===== config.mk =====
export PLATFORM = sky130hd
export DESIGN_NAME = mb_stream_out
export DESIGN_NICKNAME = d
export VERILOG_FILES = /design/src/rtl/mbs_pkg.sv /design/src/rtl/mbs_req_ctl.sv /design/src/rtl/mbs_fetch.sv /design/src/rtl/mbs_serial.sv /design/src/rtl/mb_stream_out.sv
export SDC_FILE = /design/constraint.sdc
export NUM_CORES = 1
export LEC_CHECK = 0
export BUFFER_PORTS_ARGS = -buffer_cell sky130_fd_sc_hd__clkbuf_2
export CELL_PAD_IN_SITES_DETAIL_PLACEMENT = 1
export CELL_PAD_IN_SITES_GLOBAL_PLACEMENT = 2
export CORE_ASPECT_RATIO = 1.5
export CORE_MARGIN = 1
export CORE_UTILIZATION = 35
export DETAILED_ROUTE_END_ITERATION = 6
export PLACE_DENSITY = 0.77
export SLEW_MARGIN = 20
export SYNTH_ARGS = -nofsm -noshare
export SYNTH_HDL_FRONTEND = slang
export SYNTH_SLANG_ARGS = --single-unit

===== constraint.sdc =====
create_clock -name clk -period 2.87 [get_ports clk]
set_clock_uncertainty 0.15 [all_clocks]
set_input_delay 0.1435 -clock clk [delete_from_list [all_inputs] [get_ports clk]]
set_output_delay 0.1435 -clock clk [all_outputs]
set_load 0.1 [all_outputs]

===== src/rtl/mbs_pkg.sv =====
// Shared types for the macroblock output streamer.
// Assumes: nothing beyond a standard SystemVerilog elaborator.
package mbs_pkg;

    // Transfer state of the streamer.
    typedef enum logic {
        MBS_IDLE = 1'b0,
        MBS_BUSY = 1'b1
    } mbs_state_e;

    // One output byte.
    typedef logic [7:0] mbs_byte_t;

endpackage


===== src/rtl/mbs_req_ctl.sv =====
// Request control: detects a rising edge on the macroblock request and
// tracks whether a macroblock transfer is in progress.
// Assumes: mb_req is synchronous to clk; mb_done pulses once on the
// cycle the last byte of a macroblock is emitted.
module mbs_req_ctl
    import mbs_pkg::*;
(
    input  logic clk,
    input  logic rst_n,
    input  logic mb_req,
    input  logic mb_done,
    output logic start,
    output logic busy
);

    logic       req_q;
    mbs_state_e state_q;

    // A transfer is accepted only on a fresh rising edge while idle.
    assign start = mb_req && !req_q && (state_q == MBS_IDLE);
    assign busy  = (state_q == MBS_BUSY);

    // Remember last cycle's request level for edge detection.
    always_ff @(posedge clk) begin
        if (!rst_n) req_q <= 1'b0;
        else        req_q <= mb_req;
    end

    // Idle/busy state: enter on accepted request, leave on completion.
    always_ff @(posedge clk) begin
        if (!rst_n)                 state_q <= MBS_IDLE;
        else if (start)             state_q <= MBS_BUSY;
        else if (busy && mb_done)   state_q <= MBS_IDLE;
    end

    // once busy, the block stays busy until the macroblock is done.
    a_r2_busy_until_done: assert property (@(posedge clk) disable iff (!rst_n)
        (busy && !mb_done) |=> busy);

endmodule


===== src/rtl/mbs_fetch.sv =====
// Word fetcher: issues at most one memory read per slot window, keeps a
// single read outstanding, and collects GROUP_WORDS words into a group
// buffer that the serialiser takes whole.
// Assumes: the memory answers each read with exactly one mem_rd_valid
// pulse, at least one cycle after the request; stray valids are dropped.
module mbs_fetch #(
    parameter int WORD_W      = 16,
    parameter int GROUP_WORDS = 4,
    parameter int SLOT_CYCLES = 8,
    parameter int MB_WORDS    = 192,
    parameter int MEM_WORDS   = 262144,
    parameter int ADDR_W      = $clog2(MEM_WORDS)
) (
    input  logic                          clk,
    input  logic                          rst_n,
    input  logic                          start,
    input  logic                          busy,
    input  logic                          grp_take,
    input  logic                          mem_rd_valid,
    input  logic [WORD_W-1:0]             mem_rd_data,
    output logic                          mem_rd_req,
    output logic [ADDR_W-1:0]             mem_rd_addr,
    output logic                          grp_full,
    output logic [GROUP_WORDS*WORD_W-1:0] grp_data
);

    localparam int SLOT_W = $clog2(SLOT_CYCLES);
    localparam int GAP_W  = $clog2(SLOT_CYCLES + 1);
    localparam int ISS_W  = $clog2(MB_WORDS + 1);
    localparam int GW_W   = $clog2(GROUP_WORDS + 1);

    logic [SLOT_W-1:0] slot_q;
    logic [ISS_W-1:0]  issued_q;
    logic [GW_W-1:0]   wcnt_q;
    logic              outst_q;
    logic [ADDR_W-1:0] addr_q;
    logic              req_q;
    logic [ADDR_W-1:0] raddr_q;
    logic [GAP_W-1:0]  gap_q;
    logic [WORD_W-1:0] buf_q [GROUP_WORDS];
    logic              issue;
    logic              accept;

    // Read only in the granted slot, one at a time, while the group has room.
    assign issue = busy && (slot_q == '0) && !outst_q
                && (issued_q < ISS_W'(MB_WORDS))
                && (wcnt_q < GW_W'(GROUP_WORDS));
    assign accept = mem_rd_valid && outst_q;

    assign mem_rd_req  = req_q;
    assign mem_rd_addr = raddr_q;
    assign grp_full    = (wcnt_q == GW_W'(GROUP_WORDS));

    // Free-running slot counter marking the one read slot in each window.
    always_ff @(posedge clk) begin
        if (!rst_n)                                 slot_q <= '0;
        else if (slot_q == SLOT_W'(SLOT_CYCLES-1))  slot_q <= '0;
        else                                        slot_q <= slot_q + SLOT_W'(1);
    end

    // Count words requested for the current macroblock.
    always_ff @(posedge clk) begin
        if (!rst_n)      issued_q <= '0;
        else if (start)  issued_q <= '0;
        else if (issue)  issued_q <= issued_q + ISS_W'(1);
    end

    // Track the single outstanding read.
    always_ff @(posedge clk) begin
        if (!rst_n)       outst_q <= 1'b0;
        else if (issue)   outst_q <= 1'b1;
        else if (accept)  outst_q <= 1'b0;
    end

    // Running word address, wrapping at the end of the frame memory.
    always_ff @(posedge clk) begin
        if (!rst_n)
            addr_q <= '0;
        else if (issue) begin
            if (addr_q == ADDR_W'(MEM_WORDS-1)) addr_q <= '0;
            else                                addr_q <= addr_q + ADDR_W'(1);
        end
    end

    // Registered read request pulse and its address.
    always_ff @(posedge clk) begin
        if (!rst_n) begin
            req_q   <= 1'b0;
            raddr_q <= '0;
        end else begin
            req_q <= issue;
            if (issue) raddr_q <= addr_q;
        end
    end

    // Fill level of the group buffer.
    always_ff @(posedge clk) begin
        if (!rst_n)        wcnt_q <= '0;
        else if (grp_take) wcnt_q <= '0;
        else if (accept)   wcnt_q <= wcnt_q + GW_W'(1);
    end

    // One storage slot per word of the group.
    for (genvar g = 0; g < GROUP_WORDS; g++) begin : g_word
        // Capture the returning word into its position in the group.
        always_ff @(posedge clk) begin
            if (!rst_n)                              buf_q[g] <= '0;
            else if (accept && wcnt_q == GW_W'(g))   buf_q[g] <= mem_rd_data;
        end
        assign grp_data[g*WORD_W +: WORD_W] = buf_q[g];
    end

    // Cycles since the last read request, saturating (checking aid).
    always_ff @(posedge clk) begin
        if (!rst_n)                             gap_q <= GAP_W'(SLOT_CYCLES);
        else if (req_q)                         gap_q <= '0;
        else if (gap_q != GAP_W'(SLOT_CYCLES))  gap_q <= gap_q + GAP_W'(1);
    end

    // read requests are spaced by at least one slot window.
    a_r6_read_gap: assert property (@(posedge clk) disable iff (!rst_n)
        mem_rd_req |-> (gap_q >= GAP_W'(SLOT_CYCLES-1)));

    // a returning word always finds room in the group buffer.
    a_r5_no_overfill: assert property (@(posedge clk) disable iff (!rst_n)
        accept |-> (wcnt_q < GW_W'(GROUP_WORDS)));

endmodule


===== src/rtl/mbs_serial.sv =====
// Byte serialiser: takes a full group of words, shifts it out low byte
// first, one byte per STB_DIV cycles, and counts the bytes of the
// macroblock.
// Assumes: WORD_W is a multiple of 8; MB_BYTES is a multiple of the
// group size in bytes.
module mbs_serial #(
    parameter int WORD_W      = 16,
    parameter int GROUP_WORDS = 4,
    parameter int STB_DIV     = 4,
    parameter int MB_BYTES    = 384
) (
    input  logic                          clk,
    input  logic                          rst_n,
    input  logic                          start,
    input  logic                          busy,
    input  logic                          grp_full,
    input  logic [GROUP_WORDS*WORD_W-1:0] grp_data,
    output logic                          grp_take,
    output logic [7:0]                    out_byte,
    output logic                          out_stb,
    output logic                          mb_done
);

    localparam int GROUP_BYTES = GROUP_WORDS * WORD_W / 8;
    localparam int BL_W        = $clog2(GROUP_BYTES + 1);
    localparam int DIV_W       = $clog2(STB_DIV);
    localparam int SG_W        = $clog2(STB_DIV + 1);
    localparam int CNT_W       = $clog2(MB_BYTES + 1);

    logic [GROUP_WORDS*WORD_W-1:0] sh_q;
    logic [BL_W-1:0]               left_q;
    logic [DIV_W-1:0]              div_q;
    logic [CNT_W-1:0]              cnt_q;
    logic [7:0]                    byte_q;
    logic                          stb_q;
    logic [SG_W-1:0]               sgap_q;
    logic                          emit;

    // Load a new group only when the previous one is fully sent.
    assign grp_take = busy && grp_full && (left_q == '0);
    // Emit on the last phase of the divided clock when a byte is held.
    assign emit     = busy && (div_q == DIV_W'(STB_DIV-1)) && (left_q != '0);
    assign mb_done  = emit && (cnt_q == CNT_W'(MB_BYTES-1));

    assign out_byte = byte_q;
    assign out_stb  = stb_q;

    // Clock divider phase, running only during a transfer.
    always_ff @(posedge clk) begin
        if (!rst_n || !busy)                  div_q <= '0;
        else if (div_q == DIV_W'(STB_DIV-1))  div_q <= '0;
        else                                  div_q <= div_q + DIV_W'(1);
    end

    // Shift register holding the group being sent.
    always_ff @(posedge clk) begin
        if (!rst_n)        sh_q <= '0;
        else if (grp_take) sh_q <= grp_data;
        else if (emit)     sh_q <= sh_q >> 8;
    end

    // Bytes still to send from the current group.
    always_ff @(posedge clk) begin
        if (!rst_n)        left_q <= '0;
        else if (grp_take) left_q <= BL_W'(GROUP_BYTES);
        else if (emit)     left_q <= left_q - BL_W'(1);
    end

    // Bytes sent so far in this macroblock.
    always_ff @(posedge clk) begin
        if (!rst_n)      cnt_q <= '0;
        else if (start)  cnt_q <= '0;
        else if (emit)   cnt_q <= cnt_q + CNT_W'(1);
    end

    // Registered output byte and its strobe.
    always_ff @(posedge clk) begin
        if (!rst_n) begin
            stb_q  <= 1'b0;
            byte_q <= '0;
        end else begin
            stb_q <= emit;
            if (emit) byte_q <= sh_q[7:0];
        end
    end

    // Cycles since the last strobe, saturating (checking aid).
    always_ff @(posedge clk) begin
        if (!rst_n)                          sgap_q <= SG_W'(STB_DIV);
        else if (stb_q)                      sgap_q <= '0;
        else if (sgap_q != SG_W'(STB_DIV))   sgap_q <= sgap_q + SG_W'(1);
    end

    // strobes never come closer than the divided clock period.
    a_r4_stb_gap: assert property (@(posedge clk) disable iff (!rst_n)
        out_stb |-> (sgap_q >= SG_W'(STB_DIV-1)));

    // the byte count never runs past one macroblock.
    a_r3_count_bound: assert property (@(posedge clk) disable iff (!rst_n)
        emit |-> (cnt_q < CNT_W'(MB_BYTES)));

endmodule


===== src/rtl/mb_stream_out.sv =====
// Top of the macroblock output streamer: frame-ready flag with enable,
// request control, rationed word fetch, byte serialiser, and a per-
// macroblock cycle budget monitor.
// Assumes: field_done is a one-cycle pulse; memory honours the
// request/valid handshake of mbs_fetch.
module mb_stream_out #(
    parameter int WORD_W      = 16,
    parameter int GROUP_WORDS = 4,
    parameter int SLOT_CYCLES = 8,
    parameter int STB_DIV     = 4,
    parameter int MB_BYTES    = 384,
    parameter int MEM_WORDS   = 262144,
    parameter int BUDGET      = 1870,
    parameter int FIRST_MAX   = 60,
    parameter int ADDR_W      = $clog2(MEM_WORDS)
) (
    input  logic              clk,
    input  logic              rst_n,
    input  logic              field_done,
    input  logic              frame_en,
    output logic              frame_rdy,
    input  logic              mb_req,
    output logic              mem_rd_req,
    output logic [ADDR_W-1:0] mem_rd_addr,
    input  logic              mem_rd_valid,
    input  logic [WORD_W-1:0] mem_rd_data,
    output logic [7:0]        out_byte,
    output logic              out_stb,
    output logic              budget_over
);

    localparam int BYTES_PER_WORD = WORD_W / 8;
    localparam int MB_WORDS       = MB_BYTES / BYTES_PER_WORD;
    localparam int BUD_W          = $clog2(BUDGET + 1);
    localparam int LAT_W          = $clog2(FIRST_MAX + 2);

    logic                          start;
    logic                          busy;
    logic                          done;
    logic                          grp_take;
    logic                          grp_full;
    logic [GROUP_WORDS*WORD_W-1:0] grp_data;
    logic                          pend_q;
    logic [BUD_W-1:0]              bud_q;
    logic                          over_q;
    logic [LAT_W-1:0]              lat_q;
    logic                          seen_q;

    mbs_req_ctl u_req (
        .clk     (clk),
        .rst_n   (rst_n),
        .mb_req  (mb_req),
        .mb_done (done),
        .start   (start),
        .busy    (busy)
    );

    mbs_fetch #(
        .WORD_W      (WORD_W),
        .GROUP_WORDS (GROUP_WORDS),
        .SLOT_CYCLES (SLOT_CYCLES),
        .MB_WORDS    (MB_WORDS),
        .MEM_WORDS   (MEM_WORDS),
        .ADDR_W      (ADDR_W)
    ) u_fetch (
        .clk          (clk),
        .rst_n        (rst_n),
        .start        (start),
        .busy         (busy),
        .grp_take     (grp_take),
        .mem_rd_valid (mem_rd_valid),
        .mem_rd_data  (mem_rd_data),
        .mem_rd_req   (mem_rd_req),
        .mem_rd_addr  (mem_rd_addr),
        .grp_full     (grp_full),
        .grp_data     (grp_data)
    );

    mbs_serial #(
        .WORD_W      (WORD_W),
        .GROUP_WORDS (GROUP_WORDS),
        .STB_DIV     (STB_DIV),
        .MB_BYTES    (MB_BYTES)
    ) u_ser (
        .clk      (clk),
        .rst_n    (rst_n),
        .start    (start),
        .busy     (busy),
        .grp_full (grp_full),
        .grp_data (grp_data),
        .grp_take (grp_take),
        .out_byte (out_byte),
        .out_stb  (out_stb),
        .mb_done  (done)
    );

    // Frame-ready output is the pending flag gated by the enable bit.
    assign frame_rdy   = pend_q && frame_en;
    assign budget_over = over_q;

    // Pending field flag: set by a stored field, cleared by acceptance.
    always_ff @(posedge clk) begin
        if (!rst_n)          pend_q <= 1'b0;
        else if (field_done) pend_q <= 1'b1;
        else if (start)      pend_q <= 1'b0;
    end

    // Cycles elapsed in the current transfer, saturating at the budget.
    always_ff @(posedge clk) begin
        if (!rst_n)                                bud_q <= '0;
        else if (start)                            bud_q <= '0;
        else if (busy && bud_q != BUD_W'(BUDGET))  bud_q <= bud_q + BUD_W'(1);
    end

    // Sticky over-budget status, cleared when the next request is taken.
    always_ff @(posedge clk) begin
        if (!rst_n)                                 over_q <= 1'b0;
        else if (start)                             over_q <= 1'b0;
        else if (busy && bud_q == BUD_W'(BUDGET))   over_q <= 1'b1;
    end

    // Cycles from acceptance to the first strobe (checking aid).
    always_ff @(posedge clk) begin
        if (!rst_n) begin
            lat_q  <= '0;
            seen_q <= 1'b0;
        end else if (start) begin
            lat_q  <= '0;
            seen_q <= 1'b0;
        end else begin
            if (out_stb) seen_q <= 1'b1;
            if (busy && !seen_q && lat_q != LAT_W'(FIRST_MAX+1))
                lat_q <= lat_q + LAT_W'(1);
        end
    end

    // a stored field with the enable set shows up on frame_rdy.
    a_r1_flag_set: assert property (@(posedge clk) disable iff (!rst_n)
        (field_done && frame_en) |=> (frame_rdy || !frame_en));

    // a strobe only follows a cycle spent in a transfer.
    a_r4_stb_in_xfer: assert property (@(posedge clk) disable iff (!rst_n)
        out_stb |-> $past(busy));

    // the first strobe arrives within the latency limit.
    a_r7_first_stb: assert property (@(posedge clk) disable iff (!rst_n)
        (busy && !seen_q) |-> (lat_q <= LAT_W'(FIRST_MAX)));

    // the budget flag can only rise during a transfer.
    a_r9_budget_rise: assert property (@(posedge clk) disable iff (!rst_n)
        $rose(budget_over) |-> $past(busy));

    // the cycle after reset all outputs are quiet.
    a_r10_reset_quiet: assert property (@(posedge clk)
        !rst_n |=> (!out_stb && !mem_rd_req && !budget_over && !frame_rdy));

endmodule


==> impl_results.md <==
- Run status: complete, no violations
- Period Utilization, post-route: a little under nine tenths
- Global-route wire length before repair: 36.2 mm
- Flop and latch count out of synthesis: approximately 220
- Minimum setup slack in the final design: approximately 0.43 ns
- Total number of vias: approximately 6700
- CORE AREA: 24500 um2
- Global-route usage over all layers: approximately 17%
- Share of flip-flops with an asynchronous set or reset: 0%
- Via count normalized by instance count: around 5.2
- Root buffer cell: clkbuf_16
- Quantity of I/O buffers inserted on ports: 51
- Largest incremental delay on the critical path: 0.54 ns
- Area occupied by registers: between 5000 and 6000 um2
- RSZ-0062 raised after global routing: false
- Most common cell after layout, fill and taps aside: nand2_1
- Number of I/O pins: 52
- Leading cell types in the layout, fill and taps excluded: nand2_1 (157), dfxtp_1 (155), a21oi_1 (107)
- Critical Path Sink Type: register
- Library cells used by synthesis: 49
- Highest attainable clock frequency: between 0.4 and 0.5 GHz
- Share of layout cells above drive strength 1: between 10% and 20%
- Ys Warns: 0
- Final #Nets: between 900 and 1000
- Max-cap violations: 0
- Placer Congestion: 0.722
- Diodes inserted: 0
- Area growth from synthesis to layout: 18.1%
- Width of the chip: 132 um
- Average instance area after synthesis: approximately 9.9 um2
- Remaining number of nets flagged by the antenna check after routing: 0
- Overall routed net length: 21.9 mm
- LEAKAGE: between 0.003 and 0.004 uW
- Synthesized netlist net count: approximately 930
- CTS sink count: between 200 and 250
- Worst setup timing slack at the placement stage: about 0.46 ns
- DPL Wire Length: about 14 mm
- DRC errors left: 0
- Class of the tightest hold or removal check: primary input to register
- Shortest clock period the worst path allows after layout: 2.44 ns
- Deepest clock path buffer count: 3
- Arr. time, crit path: between 2 and 3 ns
- Number of enable-type register cells in the synthesized netlist: between 60 and 70
- Via count of the first global-routing pass: between 6000 and 7000
- Transition time of the tightest slew-check pin: a little over 0.8 ns
- Fraction of post-synthesis cell area in the top cell type by area: between 30% and 40%
- Prevailing post-synth register cell: dfxtp_1
- Crit Path Category: register to register
- Height of the die: a little under 200 um
- Largest net degree at the start of global routing: approximately 110
- DRC violation total after the first TritonRoute iteration: 275
- Clock transition time at the flip-flop clock pins of the worst setup and hold paths: ~0.060 ns
- Top cells by area, synth: dfxtp_1 (35%), edfxtp_1 (22%), nand2_1 (6.7%), a21oi_1 (6.1%), and2_1 (5.0%)
- Overflow left after global routing: 0
- Element type at the critical path start: register
- Number of H-tree levels: 1
- Total power density per cell area: approximately 640 nW/um2
- Number of CTS-inserted buffers: 23
- Cell chain of the critical path: inv_1, ha_1, nor3b_2, mux2_2, buf_4, nand2_1, a21oi_1
- Fillers: ~2800
- Instance count of the mapped netlist: around 890
- Initial core utilization: around 36%
- Area of the multi-input gates: about 3500 um2
- Min Hold Slack: approximately 0.011 ns
- Post-synth top area cell: dfxtp_1
- Post-synthesis instance area: slightly below 9000 um2
- Slowest cell on the critical path: nor3b_2
- Number of rows in the core area: 70
- Worst-path maximum fanout: 54
- Final-report hold violation count: 0
- # setup viols final: 0
- Clock tree from TritonCTS: built
- Fin. max-slew vios: 0
- Clock latency of the later-clocked register in the worst-skew pair: about 0.5 ns
- Post-Route Setup TNS: 0 ns
- Drt pass-1 iters: 4
- Required arrival time at the worst endpoint: 3.15 ns
- Share of synthesized area occupied by flip-flops and latches: 57.0%
- Initial antenna violation count: 0
- Per-cell routed wire length: between 15 and 20 um
- Max VDD drop: 0.349 mV
- DIE AREA: 25900 um2
- Worst relative slew slack: 45.7%
==> logic make-up after synthesis <==
kind of cell	synth area share (%)
fa+ha+maj	2.27
buf+inv	3.39
compound gates	14.8
flops	57.0
simple gates	20.9
xor+xnor	1.59
mux	0.128
==> critical path, delay by kind of cell (launching register included) <==
family / cells / cell delay [ns]
flip-flops: 1 / 0.33
multiplexers: 1 / 0.27
adder cells (fa/ha/maj): 1 / 0.14
AND/OR/NAND/NOR: 2 / 0.67
buffers and inverters: 2 / 0.60
AO/OA/AOI/OAI: 1 / 0.15
==> routing by layer <==
layer  part of all wire (%)  wire (um)  GRT usage [%]
met5                      0          0              0
met4                    1.5        331           4.05
met3                    3.1        672           2.44
met2                     54      11800           33.8
met1                     41       9070           19.3
==> cell usage after synthesis, types with 2 or more instances <==
| master | n |
|---|---|
| a211oi_1 | 2 |
| a21oi_1 | 107 |
| a22oi_1 | 54 |
| a311oi_1 | 11 |
| and2_1 | 71 |
| and3_1 | 8 |
| buf_2 | 17 |
| buf_4 | 2 |
| clkbuf_1 | 34 |
| dfxtp_1 | 155 |
| edfxtp_1 | 64 |
| ha_1 | 16 |
| inv_1 | 19 |
| nand2_1 | 157 |
| nand2b_1 | 2 |
| nand3_1 | 12 |
| nand4_1 | 7 |
| nand4_4 | 2 |
| nand4bb_1 | 2 |
| nor2_1 | 42 |
| nor3_1 | 5 |
| nor3b_1 | 5 |
| nor4_1 | 5 |
| o211ai_1 | 3 |
| o21a_1 | 2 |
| o21ai_0 | 13 |
| o31ai_1 | 12 |
| o31ai_2 | 2 |
| or2_2 | 2 |
| or3_1 | 15 |
| or4_1 | 13 |
| xnor2_1 | 14 |
| xor2_1 | 2 |
==> registers in the layout, indices dropped and copies added, names as in the netlist, 8 cells and up <==
name and cells:
u_ser.cnt_q 9, u_fetch.mem_rd_addr 18, u_ser.sh_q 64, bud_q 11, u_fetch.issued_q 8, u_ser.out_byte 8, u_fetch.buf_q 64, u_fetch.addr_q 18
==> worst paths after layout <==
path,startpoint,to,depth (start not counted),slack [ns]
hold / removal,rst_n,bud_q[10],4,0.01
hold reg to reg,u_ser.div_q[0],u_ser.div_q[0],1,0.28
setup / recovery,u_ser.left_q[0],u_ser.sh_q[31],7,0.43
setup reg to reg,u_ser.left_q[0],u_ser.sh_q[31],7,0.43
==> area by class of cell <==
class | count | area share, %
Tap cell | 324 | 3.89
Inverter | 19 | 0.697
Clock inverter | 12 | 1.57
Clock buffer | 29 | 6.03
Sequential cell | 219 | 48.2
Multi-Input combinational cell | 602 | 33.7
Timing Repair Buffer | 87 | 5.91
==> stage by stage <==
| stage | utilization (%) | cell area (um2) | instances | total power, uW |
|---|---|---|---|---|
| 6_report | 42.5 | 10400 | 1292 | 6670 |
| 5_1_grt | 42.5 | 10400 | 1292 | 6910 |
| 4_1_cts | 42.5 | 10400 | 1292 | 6780 |
| 3_5_place_dp | 38.4 | 9410 | 1230 | 3580 |
| 3_3_place_gp | 38.4 | 9410 | 1230 | 3580 |
| 2_1_floorplan | - | 8820 | 893 | 3470 |
==> where the power goes <==
part	switching (uW)	leakage, uW	internal, uW
logic	181	0.00130	82.6
clock network	1240	0.000397	1910
registers	28.2	0.00191	3230
==> repair_timing <==
action                    4_1_cts  5_1_grt
hold endpoints to repair       70        0
hold buffers                   21        0
buffers inserted                0        0
resized for setup               0        0
Note: power is estimated with default switching activity, not from simulation.
